--- src/rtl/trig_irq_ctrl.sv ---
module trig_irq_ctrl #(
  parameter int NBANK = 2,
  parameter int NSRC  = 32,
  parameter int AW    = 8
) (
  input  logic                    clk,
  input  logic                    rst_n,
  input  logic [NBANK*NSRC-1:0]   src_in,
  input  logic [AW-1:0]           addr,
  input  logic                    wr_en,
  input  logic [31:0]             wdata,
  output logic [31:0]             rdata,
  output logic [NBANK-1:0]        irq_out
);
  localparam int TOT  = NBANK * NSRC;
  localparam int PERW = 16;
  localparam int NTW  = NSRC / PERW;
  localparam logic [4:0] OFF_TYPE = 5'h04;
  localparam logic [4:0] OFF_CLR  = 5'h10;
  localparam logic [4:0] OFF_MASK = 5'h14;
  localparam logic [4:0] OFF_STAT = 5'h1C;

  logic [2*TOT-1:0] typ_q;
  logic [TOT-1:0]   clr_q, mask_q, prev_q, edge_q, hit, status;
  logic [NBANK-1:0] irq_q;
  logic [AW-6:0]    bsel;
  logic [4:0]       off;

  assign bsel    = addr[AW-1:5];
  assign off     = addr[4:0];
  assign irq_out = irq_q;

  always_ff @(posedge clk) begin
    if (!rst_n) begin
      typ_q  <= '0;
      clr_q  <= '0;
      mask_q <= '1;
    end else if (wr_en) begin
      for (int b = 0; b < NBANK; b++) begin
        if (bsel == (AW-5)'(b)) begin
          for (int w = 0; w < NTW; w++)
            if (off == OFF_TYPE + 5'(4*w))
              typ_q[2*(b*NSRC + w*PERW) +: 32] <= wdata;
          if (off == OFF_CLR)  clr_q[b*NSRC +: NSRC]  <= wdata[NSRC-1:0];
          if (off == OFF_MASK) mask_q[b*NSRC +: NSRC] <= wdata[NSRC-1:0];
        end
      end
    end
  end

  for (genvar i = 0; i < TOT; i++) begin : g_src
    assign hit[i] = typ_q[2*i+1] &
                    (typ_q[2*i] ? (prev_q[i] & ~src_in[i]) : (~prev_q[i] & src_in[i]));
    assign status[i] = typ_q[2*i+1] ? edge_q[i] : (src_in[i] ^ typ_q[2*i]);

    AST_LEVEL_NO_LATCH: assert property (@(posedge clk) disable iff (!rst_n)
      (!typ_q[2*i+1] && !edge_q[i]) |=> !edge_q[i]) else $error("level source latched");
  end

  always_ff @(posedge clk) begin
    if (!rst_n) begin
      prev_q <= '0;
      edge_q <= '0;
      irq_q  <= '0;
    end else begin
      prev_q <= src_in;
      edge_q <= (edge_q | hit) & ~clr_q;
      for (int b = 0; b < NBANK; b++)
        irq_q[b] <= |(status[b*NSRC +: NSRC] & ~mask_q[b*NSRC +: NSRC]);
    end
  end

  always_comb begin
    rdata = '0;
    for (int b = 0; b < NBANK; b++) begin
      if (bsel == (AW-5)'(b)) begin
        for (int w = 0; w < NTW; w++)
          if (off == OFF_TYPE + 5'(4*w))
            rdata = typ_q[2*(b*NSRC + w*PERW) +: 32];
        if (off == OFF_CLR)  rdata[NSRC-1:0] = clr_q[b*NSRC +: NSRC];
        if (off == OFF_MASK) rdata[NSRC-1:0] = mask_q[b*NSRC +: NSRC];
        if (off == OFF_STAT) rdata[NSRC-1:0] = status[b*NSRC +: NSRC];
      end
    end
  end

  for (genvar b = 0; b < NBANK; b++) begin : g_bank
    AST_MASKED_QUIET: assert property (@(posedge clk) disable iff (!rst_n)
      (&mask_q[b*NSRC +: NSRC]) |=> !irq_out[b]) else $error("masked bank raised irq");
  end

  AST_CLR_HOLDS: assert property (@(posedge clk) disable iff (!rst_n)
    (clr_q != '0) |=> ((edge_q & $past(clr_q)) == '0)) else $error("latch set under clear");

  AST_EDGE_STICKY: assert property (@(posedge clk) disable iff (!rst_n)
    ((edge_q & ~clr_q) != '0) |=> ((($past(edge_q) & ~$past(clr_q)) & ~edge_q) == '0))
    else $error("edge latch dropped");
endmodule

--- config.mk ---
export PLATFORM = sky130hd
export DESIGN_NAME = trig_irq_ctrl
export DESIGN_NICKNAME = d
export VERILOG_FILES = /design/src/rtl/trig_irq_ctrl.sv
export SDC_FILE = /design/constraint.sdc
export NUM_CORES = 1
export LEC_CHECK = 0
export BUFFER_PORTS_ARGS = -buffer_cell sky130_fd_sc_hd__buf_2
export CORE_UTILIZATION = 40
export DETAILED_ROUTE_END_ITERATION = 7
export PLACE_DENSITY = 0.6
export SETUP_SLACK_MARGIN = 0.05
export SLEW_MARGIN = 15
export SYNTH_ARGS = -nofsm -noshare
export SYNTH_HDL_FRONTEND = slang
export SYNTH_SLANG_ARGS = --single-unit
--- constraint.sdc ---
create_clock -name clk -period 2.85 [get_ports clk]
set_clock_uncertainty 0.15 [all_clocks]
set_input_delay 0.285 -clock clk [delete_from_list [all_inputs] [get_ports clk]]
set_output_delay 0.285 -clock clk [all_outputs]
set_load 0.05 [all_outputs]
Yosys cells after proc, flatten, opt, wreduce, memory -nomap -nowiden
Cells that the tools add are included.
Storage, ports and cells
  flip-flop bits (word level): 386
  input bits: 107
Cells by class
  mux-type cells: 140
  reduce and logical (&&, ||, !) cells: 11
  eq/ne operators: 6
  bitwise logic cells: 391
Operators with widths (number)
  $mux 32: 12
  $and 1x1->1: 192
  $mux 1: 128
  $not 1->1: 128
  $and 32x32->32: 2
  $and 64x64->64: 1
  $not 32->32: 2
  $not 64->64: 1
  $or 64x64->64: 1
  $reduce_or 32->1: 2
  $xor 1x1->1: 64
  $reduce_and 3->1: 8
  $eq 5x5->1 const B: 3
  $eq 5x3->1 const B: 1
  $eq 5x4->1 const B: 1
  $eq 3x1->1 const B: 1
  $logic_not 3->1: 1

Logic depth before layout (Yosys ltp)
  depth after elaboration: 13
  depth in mapped cells: 8

Worst setup path after synthesis
No wires, ideal clock.
  path type: input-to-output
  start: input port addr[3]
  end: output port rdata[15]
  buffers on the path: 3
  arrival time: 2359 ps
  slack: 56 ps
  stages on the path: 8
  cells stage by stage: buf_2 nor2b_1 clkbuf_1 buf_1 a21oi_1 o21ai_0 o211ai_1 a31oi_1
Between the ends
  word-level cells in the longest chain between the ends: 13
  elaborated cells on any way between the ends: 17
  those cells by class: 5 x eq/ne; 12 x mux
RTL lines
  start: declaration: line 9  | input logic [AW-1:0] addr,
  $eq 5x3->1: line 78  | if (off == OFF_TYPE + 5'(4*w))
  $mux 32 (2 in a row): line 78
  $mux 32: line 80  | if (off == OFF_CLR) rdata[NSRC-1:0] = clr_q[b*NSRC +: NSRC];
  $mux 32: line 81  | if (off == OFF_MASK) rdata[NSRC-1:0] = mask_q[b*NSRC +: NSRC];
  $mux 32: line 82  | if (off == OFF_STAT) rdata[NSRC-1:0] = status[b*NSRC +: NSRC];
  $mux 32: line 76  | if (bsel == (AW-5)'(b)) begin
  $mux 32 (2 in a row): line 78
  $mux 32: line 80
  $mux 32: line 81
  $mux 32: line 82
  $mux 32 (*): line 76
  end: declaration: line 12  | output logic [31:0] rdata,
Every way passes the cells marked *; elsewhere a longest branch is shown, timed or not.

Worst setup path after layout
  start: register typ_q[111]
  end: output port rdata[23]
Between the ends
  word-level cells in the longest chain between the ends: 3
RTL lines
  start: declaration: line 23  | logic [2*TOT-1:0] typ_q;
  start signal: indexed assignment: line 43  | typ_q[2*(b*NSRC + w*PERW) +: 32] <= wdata;
  $mux 1: line 54  | assign status[i] = typ_q[2*i+1] ? edge_q[i] : (src_in[i] ^ typ_q[2*i]);
  $mux 32: line 82
  $mux 32: line 76
Every way passes these cells.

==> flow_metrics.env <==
export IMPL_clock_sinks=386
export IMPL_period_minus_slack_ns=2.83
export IMPL_yosys_area_top_type="dfxtp_1"
export IMPL_die_w_um=218
export IMPL_r2r_slack_ns=0.43
export IMPL_path_class="reg -> out"
export IMPL_holdWs_ns=0.0397
export IMPL_worstMarginPinSlew_ns=0.735
export IMPL_cts_tree="done"
export IMPL_rows=78
export IMPL_htreeDepth=2
export IMPL_setup_viol=0
export IMPL_tns_ns=0
export IMPL_synthArstFlopShare_pct=0
export IMPL_cts_path_max_buffers=3
export IMPL_final_core_util_pct=49.8
export IMPL_synth_common_cells="nand2_1 (517), dfxtp_1 (386), a21oi_1 (374)"
export IMPL_report_final_slew_viol_count=0
export IMPL_firstDrtPassIters=6
export IMPL_ir_drop_mv=0.332
export IMPL_synth_warnings=0
export IMPL_yosysMostFrequentCell="nand2_1"
export IMPL_dp_cells=3029
export IMPL_p_leak_nw=8.30
export IMPL_start_util_pct=40.9
export IMPL_cts_root_buf="clkbuf_16"
export IMPL_routabilityCongestion=0.963
export IMPL_cts_buffers=42
export IMPL_hold_path_class="in -> reg"
export IMPL_syn_inst=2390
export IMPL_rsz0062_at_grt="no"
export IMPL_drc=0
export IMPL_reg2regPathDepth=7
export IMPL_power_switching_mw=3.02
export IMPL_synth_ff_type="dfxtp_1"
export IMPL_yosys_area_top_type_share_pct=41.3
export IMPL_dpl_hpwl_um=52000
export IMPL_postRouteAntennaNets=0
export IMPL_antenna_found_initial=5
export IMPL_grt_pass1_wl_um=113000
export IMPL_drive_gt1_share_pct=13.2
export IMPL_p_comb_share_pct=9.2
export IMPL_status="complete, no violations"
export IMPL_num_io_pins=141
export IMPL_synth_seq_area_share_pct=41.3
export IMPL_avgSynthCellArea_um2=7.82
export IMPL_dpl_cell_area_um2=20400
export IMPL_clkPwrFrac_pct=45.2
export IMPL_fin_crit_sh_pct=99.4
export IMPL_end_kind="output port"
export IMPL_final_area_um2=22800
export IMPL_grt_overflow_total=0
export IMPL_vias=19100
export IMPL_viasPerCell=5.96
export IMPL_slew_headroom_pct=50.4
export IMPL_die_h_um=218
export IMPL_r2r_start="typ_q[26]"
export IMPL_hold_violations=0
export IMPL_area_delta_synth_final_pct=22.0
export IMPL_yosys_cell_types_count=56
export IMPL_synth_area_top_cells="dfxtp_1 (41%), nand2_1 (10%), a21oi_1 (10%), nand2b_1 (2.9%), nand3b_1 (2.9%)"
export IMPL_r2r_end="irq_out[0]"
export IMPL_hp_start="rst_n"
export IMPL_synth_seq_cells=386
export IMPL_wl_um=76500
export IMPL_cp_arrival_ns=2.40
export IMPL_synth_edff_count=0
export IMPL_grt_pass1_vias=17900
export IMPL_synth_fp_nets=2497
export IMPL_final_nets=2677
export IMPL_crit_path_start_kind="flop"
export IMPL_crit_path_max_fanout=4
export IMPL_swShare_pct=25.2
export IMPL_power_frac_seq_pct=45.6
export IMPL_grt_max_degree=129
export IMPL_intPower_mw=8.99
export IMPL_clk_pin_slew_worst_paths_ns=0.06
export IMPL_coreArea_um2=45800
export IMPL_clk_latency_ns=0.58
export IMPL_wire_per_inst_um=23.9
export IMPL_final_cells=3202
export IMPL_dieArea_um2=47600
export IMPL_p_per_area_nw_per_um2=526
export IMPL_startpoint="typ_q[111]"
export IMPL_first_iter_violations=2128
export IMPL_fill_cells=4402
export IMPL_grt_use_total_pct=31.7
export IMPL_syn_area_um2=18700
export IMPL_required_ns=2.41
export IMPL_worstSetupEndpoint="rdata[23]"
export IMPL_clock_fmax_mhz=353
export IMPL_port_buffers=140
export IMPL_maxCapViolations=0
-- critical path: stages, from the launching register on --
cell,delay (ns)
dfxtp_1,0.48
mux2i_1,0.43
nor2_1,0.07
a21oi_1,0.40
o2bb2ai_1,0.21
buf_4,0.23
-- cell usage in the layout, fill, tap and decap left out, drive strengths merged, types with 8 or more instances in the layout --
cell and instances:
nand2b 88, inv 27, o32a 9, mux2 11, mux2i 37, nand3 50, o2bb2ai 20, nor3 73
dfxtp 386, o22ai 26, a22o 8, nand2 517, nor2b 34, clkinv 8, and2 84, dlygate4sd3 96
nor2 30, o31ai 9, clkbuf 64, a22oi 27, buf 231, nand3b 72, a21oi 375, o221ai 20
o211ai 64, a2bb2oi 16, o21ai 107, xor2 53
-- stage by stage --
step	worst slack, ns	total power, mW
detailed placement	0.0526	6.56
CTS	0.0518	12.0
global placement	0.104	6.55
global route	0.0428	12.3
finish	0.0160	12.0
floorplan	0.0563	6.12
-- routing by layer --
layer  routed length (um)  track usage (%)
met1                31700             42.5
met2                33800             49.0
met3                 7490             5.76
met4                 3440             14.7
met5                   84                0
-- kinds of logic (layout without fill, tap and decap cells) --
kind of cell | count (synthesis) | in the layout | share of synthesized area [%]
XOR/XNOR | 53 | 53 | 2.48
multiplexers | 48 | 48 | 2.64
other | 0 | 2 | 0
flip-flops | 386 | 386 | 41.3
buffers and inverters | 218 | 428 | 5.41
AO/OA/AOI/OAI | 718 | 718 | 23.1
AND/OR/NAND/NOR | 967 | 967 | 25.0
-- flip-flops by register name, summed over array words and instances (netlist names) --
signal and count:
typ_q 128, prev_q 64, clr_q 64, irq_out 2
mask_q 64, edge_q 64
-- worst min-delay path by stage --
stage,cells after the start,slack (ns),end
3_5_place_dp,1,0.30,edge_q[31]
5_1_grt,3,0.13,typ_q[124]
3_3_place_gp,1,0.29,edge_q[31]
4_1_cts,3,0.12,typ_q[91]
6_report,3,0.04,typ_q[122]
2_1_floorplan,1,0.26,prev_q[0]
-- repair_timing --
item | CTS | global route
gates resized for setup | 8 | 13
hold endpoints to repair | 308 | 0
pin swaps | 1 | 2
setup endpoints to repair | 8 | 14
hold buffers | 96 | 0
setup buffers | 1 | 0
-- power by group through the flow --
stage	clock [mW]	sequential (mW)	combinational [mW]
6_report	5.43	5.48	1.10
5_1_grt	5.70	5.48	1.15
4_1_cts	5.47	5.48	1.07
3_5_place_dp	0	5.60	0.963
3_3_place_gp	0	5.59	0.953
2_1_floorplan	0	5.59	0.527
-- cell type report --
type	count	area (um^2)	area share, %
multi-input combinational	1786	10100	44.1
sequential	386	7730	33.9
timing repair buffer	327	2810	12.3
antenna	2	5.00	0.0219
inverter	27	109	0.477
clock buffer	64	1260	5.51
clock inverter	10	77.6	0.340
tap	600	751	3.29
Power figures use the tool's default switching activity.
